<file path="src/rtl/tcs_pkg.sv">
package tcs_pkg;

    // Magnet slope selector; numeric values match the 2-bit input code.
    typedef enum logic [1:0] {
        TC_FLAT  = 2'd0,
        TC_MILD  = 2'd1,
        TC_MID   = 2'd2,
        TC_STEEP = 2'd3
    } tc_sel_e;

    // Wide signed width used for the fixed-point product.
    localparam int ACC_W = 48;

endpackage

</file>
<file path="src/rtl/tcs_temp_clamp.sv">
// Clamps the temperature word and converts it to a signed offset from the reference point.
module tcs_temp_clamp #(
    parameter int TW    = 10,
    parameter int T_MIN = -40,
    parameter int T_MAX = 175,
    parameter int T_REF = 25
) (
    input  logic signed [TW-1:0] temp,
    output logic signed [TW-1:0] delta
);

    localparam logic signed [TW-1:0] LO  = TW'(T_MIN);
    localparam logic signed [TW-1:0] HI  = TW'(T_MAX);
    localparam logic signed [TW-1:0] REF = TW'(T_REF);

    logic signed [TW-1:0] bounded;

    always_comb begin
        if (temp < LO)
            bounded = LO;
        else if (temp > HI)
            bounded = HI;
        else
            bounded = temp;
        delta = bounded - REF;
    end

endmodule

</file>
<file path="src/rtl/tcs_coef_sel.sv">
// Maps the selector to an unsigned slope magnitude (parts per SCALE per degree).
module tcs_coef_sel
    import tcs_pkg::*;
#(
    parameter int KW      = 8,
    parameter int K_MILD  = 35,
    parameter int K_MID   = 120,
    parameter int K_STEEP = 200
) (
    input  tc_sel_e         sel,
    output logic [KW-1:0]   slope
);

    always_comb begin
        unique case (sel)
            TC_FLAT:  slope = '0;
            TC_MILD:  slope = KW'(K_MILD);
            TC_MID:   slope = KW'(K_MID);
            TC_STEEP: slope = KW'(K_STEEP);
            default:  slope = '0;
        endcase
    end

endmodule

</file>
<file path="src/rtl/tcs_scale_core.sv">
// Fixed-point scaling: nom * (SCALE - slope*delta), rounded half-up, saturated.
module tcs_scale_core
    import tcs_pkg::*;
#(
    parameter int CW    = 10,
    parameter int TW    = 10,
    parameter int KW    = 8,
    parameter int SCALE = 100000
) (
    input  logic [CW-1:0]        nom,
    input  logic signed [TW-1:0] delta,
    input  logic [KW-1:0]        slope,
    output logic [CW-1:0]        code
);

    localparam int AW = ACC_W;
    localparam logic signed [AW-1:0] SCALE_S = AW'(SCALE);
    localparam logic signed [AW-1:0] HALF_S  = AW'(SCALE / 2);
    localparam logic signed [AW-1:0] MAX_S   = AW'((64'd1 << CW) - 64'd1);

    logic signed [AW-1:0] k_ext, d_ext, n_ext;
    logic signed [AW-1:0] factor, prod, biased, quot;

    always_comb begin
        k_ext  = AW'($signed({1'b0, slope}));
        d_ext  = AW'(delta);
        n_ext  = AW'($signed({1'b0, nom}));
        factor = SCALE_S - (k_ext * d_ext);
        prod   = n_ext * factor;
        biased = prod + HALF_S;
        quot   = biased / SCALE_S;
        if (quot < 0)
            code = '0;
        else if (quot > MAX_S)
            code = '1;
        else
            code = CW'(quot);
    end

endmodule

</file>
<file path="src/rtl/tcs_scaler.sv">
// Two-stage temperature-compensated threshold scaler.
module tcs_scaler
    import tcs_pkg::*;
#(
    parameter int TW      = 10,
    parameter int CW      = 10,
    parameter int KW      = 8,
    parameter int T_MIN   = -40,
    parameter int T_MAX   = 175,
    parameter int T_REF   = 25,
    parameter int SCALE   = 100000,
    parameter int K_MILD  = 35,
    parameter int K_MID   = 120,
    parameter int K_STEEP = 200
) (
    input  logic          clk,
    input  logic          rst_n,
    input  logic          in_valid,
    input  logic [TW-1:0] temp_c,
    input  logic [1:0]    tc_sel,
    input  logic [CW-1:0] nom_code,
    output logic          out_valid,
    output logic [CW-1:0] out_code
);

    localparam logic signed [TW-1:0] D_LO = TW'(T_MIN - T_REF);
    localparam logic signed [TW-1:0] D_HI = TW'(T_MAX - T_REF);

    // Stage A: clamp and slope lookup, registered.
    logic signed [TW-1:0] delta_c;
    logic [KW-1:0]        slope_c;

    tcs_temp_clamp #(
        .TW(TW), .T_MIN(T_MIN), .T_MAX(T_MAX), .T_REF(T_REF)
    ) u_clamp (
        .temp  ($signed(temp_c)),
        .delta (delta_c)
    );

    tcs_coef_sel #(
        .KW(KW), .K_MILD(K_MILD), .K_MID(K_MID), .K_STEEP(K_STEEP)
    ) u_coef (
        .sel   (tc_sel_e'(tc_sel)),
        .slope (slope_c)
    );

    logic                 a_valid;
    logic signed [TW-1:0] a_delta;
    logic [KW-1:0]        a_slope;
    logic [CW-1:0]        a_nom;

    always_ff @(posedge clk) begin
        if (!rst_n) begin
            a_valid <= 1'b0;
            a_delta <= '0;
            a_slope <= '0;
            a_nom   <= '0;
        end else begin
            a_valid <= in_valid;
            if (in_valid) begin
                a_delta <= delta_c;
                a_slope <= slope_c;
                a_nom   <= nom_code;
            end
        end
    end

    // Stage B: multiply, round, saturate, registered to the outputs.
    logic [CW-1:0] code_c;

    tcs_scale_core #(
        .CW(CW), .TW(TW), .KW(KW), .SCALE(SCALE)
    ) u_core (
        .nom   (a_nom),
        .delta (a_delta),
        .slope (a_slope),
        .code  (code_c)
    );

    always_ff @(posedge clk) begin
        if (!rst_n) begin
            out_valid <= 1'b0;
            out_code  <= '0;
        end else begin
            out_valid <= a_valid;
            if (a_valid)
                out_code <= code_c;
        end
    end

    // Checks on the pipeline.
    AST_LATENCY_HIT: assert property (@(posedge clk) disable iff (!rst_n)
        in_valid |-> ##2 out_valid) else $error("strobe lost");
    AST_LATENCY_IDLE: assert property (@(posedge clk) disable iff (!rst_n)
        !in_valid |-> ##2 !out_valid) else $error("spurious valid");
    AST_DELTA_RANGE: assert property (@(posedge clk) disable iff (!rst_n)
        a_valid |-> (a_delta >= D_LO && a_delta <= D_HI)) else $error("clamp escaped");
    AST_FLAT_IDENTITY: assert property (@(posedge clk) disable iff (!rst_n)
        (a_valid && a_slope == '0) |=> out_code == $past(a_nom)) else $error("flat changed code");
    AST_REF_IDENTITY: assert property (@(posedge clk) disable iff (!rst_n)
        (a_valid && a_delta == '0) |=> out_code == $past(a_nom)) else $error("reference changed code");
    AST_HOT_LOWERS: assert property (@(posedge clk) disable iff (!rst_n)
        (a_valid && a_delta >= 0) |=> out_code <= $past(a_nom)) else $error("hot raised code");
    AST_COLD_RAISES: assert property (@(posedge clk) disable iff (!rst_n)
        (a_valid && a_delta <= 0) |=> out_code >= $past(a_nom)) else $error("cold lowered code");

endmodule

</file>
<file path="config.mk">
export PLATFORM = sky130hd
export DESIGN_NAME = tcs_scaler
export DESIGN_NICKNAME = d
export VERILOG_FILES = /design/src/rtl/tcs_pkg.sv /design/src/rtl/tcs_temp_clamp.sv /design/src/rtl/tcs_coef_sel.sv /design/src/rtl/tcs_scale_core.sv /design/src/rtl/tcs_scaler.sv
export SDC_FILE = /design/constraint.sdc
export NUM_CORES = 1
export LEC_CHECK = 0
export ABC_AREA = 1
export ABC_CLOCK_PERIOD_IN_PS = 45500
export BUFFER_PORTS_ARGS = -buffer_cell sky130_fd_sc_hd__buf_2
export CORE_MARGIN = 4
export CORE_UTILIZATION = 60
export CTS_CLUSTER_DIAMETER = 100
export DETAILED_ROUTE_END_ITERATION = 10
export PLACE_DENSITY_LB_ADDON = 0.2
export SLEW_MARGIN = 20
export SYNTH_ARGS = -nofsm -noshare
export SYNTH_HDL_FRONTEND = slang
export SYNTH_SLANG_ARGS = --single-unit
</file>
<file path="constraint.sdc">
create_clock -name clk -period 45.5 [get_ports clk]
set_input_delay 2.275 -clock clk [delete_from_list [all_inputs] [get_ports clk]]
set_output_delay 2.275 -clock clk [all_outputs]
set_load 0.02 [all_outputs]
</file>
==> metrics.md <==
| Metric | Value |
|---|---|
| Vias in the first global route | 34757 |
| Max Slew Vio Count | 0 |
| Critical Path AT | 41930 ps |
| Reg-to-reg endpoint | out_code[1] |
| TritonCTS clock tree | built |
| Clk buf depth | 2 |
| Pin count of the biggest net entering global routing | 63 |
| Busiest grt layer | met2 |
| Yosys warnings | 0 |
| Commonest non-fill, non-tap cell in the layout | nand2_1 |
| Overflow after GRT | 0 |
| XOR/XNOR Fraction of Synth Area | 4.14% |
| Crit-path most repeated cell | nand2_4 |
| WP data required | 45670 ps |
| Worst Setup Path Type | reg2reg |
| Largest family of logic cells by synthesized area | simple AND/OR/NAND/NOR gates |
| Critical path endpoint category | flip-flop |
| Final hold slack | 487 ps |
| Final hold vios | 0 |
| Slowest stage delay, CP | 630 ps |
| Syn_area_per_cell | 6.69 µm² |
| Die area | 70600 µm² |
| Total track usage | 28.8% |
| Hold_buf cts | 0 |
| Setup Skew | 25.6 ps |
| Post-route ant nets | 0 |
| Synth Net Count | 6553 |
| DRC viols | 0 |
| Routing usage on met1 | 40.1% |
| R2R cell count | 281 |
| Met2 usage | 48.9% |
| Max_cap viols | 0 |
| Simple-gate share of the synthesized area | 46.3% |
| Top cells by area, synth | fa_1, nand2_1, inv_1 |
| Status | completed |
| CP Max Fanout | 35 |
| Yosys top cell area share | 19.2% |
| Core ar. | 65700 µm² |
| Hold wc startpoint | out_code[9] |
| Chip height | 266 µm |
| N_diodes | 0 |
| IO Port Bufs | 35 |
| Area growth, synth to finish | 1.81% |
| Async SR Flop Fraction | 0% |
| Routability-driven placement congestion ratio | 0.972 |
| CP max-delay cell | fa_1 |
| Crit path buf inv count | 28 |
| Most frequent cells in the layout | nand2_1, inv_1, nor2_1 |
| Mapped Area | 39800 µm² |
| Initial Utilization | 60.6% |
| Synth Flop Type | dfxtp_1 |
| Crit Reg-Reg Startpoint | a_delta[9] |
| Tcrit/Tclk final | 91.8% |
| R2R setup slack | 3740 ps |
| Mux cell area share after synthesis | 0% |
| Cells after DPL | 6748 |
| TritonCTS buffer count | 5 |
| H-tree Lvls | 2 |
| WL/cell | 15.1 µm |
| Cell taking the most area after synthesis | fa_1 |
| Routed Wire Length | 103000 µm |
| Fmax | 23.9 MHz |
| Element type at the critical path start | flip-flop |
| Synth Area in Adders | 25.2% |
| Global-route wire length before repair | 171000 µm |
| Number of synthesized flops with an enable pin | 0 |
| Drt first pass iters | 6 |
| Final-report setup violation count | 0 |
| CTS root buffer | clkbuf_16 |
| Clk sinks | 37 |
| Layout cells sized above 1 | 21.9% |
| FF+latch count, synth | 37 |
| Hold path depth | 2 |
| Row count | 94 |
| Layout Cells excl Fill | 6781 |
| CTS clk-pin slew, worst paths | 80 ps |
| Worst skew pair latency | 340 ps |
| DR vias/cell | 5.30 |
| Normalized max-slew margin | 38.5% |
| HPWL after DPL | 86100 µm |
| Synth Area in Compound Gates | 6.98% |
| WHS Endpoint | out_code[9] |
| GRT met3 Usage | 3.01% |
| Initial antenna violation count | 0 |
| Via count | 35913 |
| Synth Instances | 5955 |
| Period minus WS final | 41760 ps |
| Netlist cell types | 88 |
| Nets@finish | 6514 |
| DR iter-0 viols | 2598 |
| # IOs | 36 |
| HP Class | reg2reg |
| Slew @ Worst Pin | 921 ps |
| Family with the most delay on the worst path | simple AND/OR/NAND/NOR gates |
| Fillcell total | 6346 |
| Post-synthesis sequential area ratio | 1.86% |
| Die Span X | 266 µm |
[timing repair]
action,CTS,global route
setup buffers,0,22
setup endpoints to repair,0,10
gates resized for setup,0,29
[cell families after synthesis]
group / count (synthesis)
XOR/XNOR: 174
flip-flops: 37
adder cells (fa/ha/maj): 573
buffers and inverters: 1395
AO/OA/AOI/OAI: 408
AND/OR/NAND/NOR: 3368
[flip-flops by register name, indices dropped and copies added, names as in the netlist]
name / flops
a_nom: 10
out_valid: 1
a_delta: 10
out_code: 10
a_valid: 1
a_slope: 5
[area by class of cell]
type	count	area, µm²	share of cell area [%]
Multi-Input combinational cell	4525	33100	81.5
Sequential cell	37	744	1.84
Inverter	1279	5080	12.5
Tap cell	864	1080	2.67
Timing Repair Buffer	67	428	1.06
Clock inverter	3	21.3	0.0525
Clock buffer	5	125	0.309
Timing Repair inverter	1	7.51	0.0185
[Yosys cell counts (24+ instances only)]
library cell,n
dfxtp_1,37
a21oi_1,103
o21ai_2,45
nand3_1,446
nor2_2,76
nand4_1,95
inv_1,1112
nor2_1,477
nand2_2,400
nand3_2,89
a21oi_2,24
nand2_1,1342
clkbuf_1,51
fa_1,381
o21ai_0,76
nand2_4,267
nor2_4,56
inv_2,98
xor2_1,146
ha_1,192
o21ai_1,51
[stage by stage]
| stage | util, % | setup WS, ps | area [µm²] | setup TNS (ps) |
|---|---|---|---|---|
| 3_3_place_gp | 60.9 | 2540 | 40000 | 0 |
| 2_1_floorplan | - | 10460 | 39800 | 0 |
| 6_report | 61.7 | 3740 | 40500 | 0 |
| 4_1_cts | 61.1 | 1090 | 40200 | 0 |
| 3_5_place_dp | 60.9 | 1210 | 40000 | 0 |
| 5_1_grt | 61.7 | -60.5 | 40500 | -389 |
[layer usage]
| metal | part of all wire, % | vias to the layer above |
|---|---|---|
| li1 | - | 18041 |
| met1 | 45 | 16827 |
| met2 | 46 | 908 |
| met3 | 6.0 | 137 |
| met4 | 2.2 | 0 |
| met5 | 0 | - |
[worst max-delay path by stage]
stage                           from           to  slack [ps]  cells past startpoint
after floorplan           a_slope[6]  out_code[1]       10460                    293
after global placement    a_slope[6]  out_code[1]        2540                    283
after detailed placement  a_slope[6]  out_code[5]        1210                    277
after CTS                 a_slope[6]  out_code[1]        1090                    272
after global routing      a_delta[9]  out_code[4]         -60                    289
final                     a_delta[9]  out_code[1]        3740                    281
[worst register-to-register path: cells and delay by family, from the launching register on]
family | cells | cell delay (ps)
simple gates | 224 | 29170
buf+inv | 28 | 2590
compound gates | 15 | 3160
flops | 1 | 460
fa+ha+maj | 12 | 5900
xor+xnor | 2 | 350
Power is not shown: default switching activity piles up to over one toggle a cycle in this logic, so the estimate is an artifact.
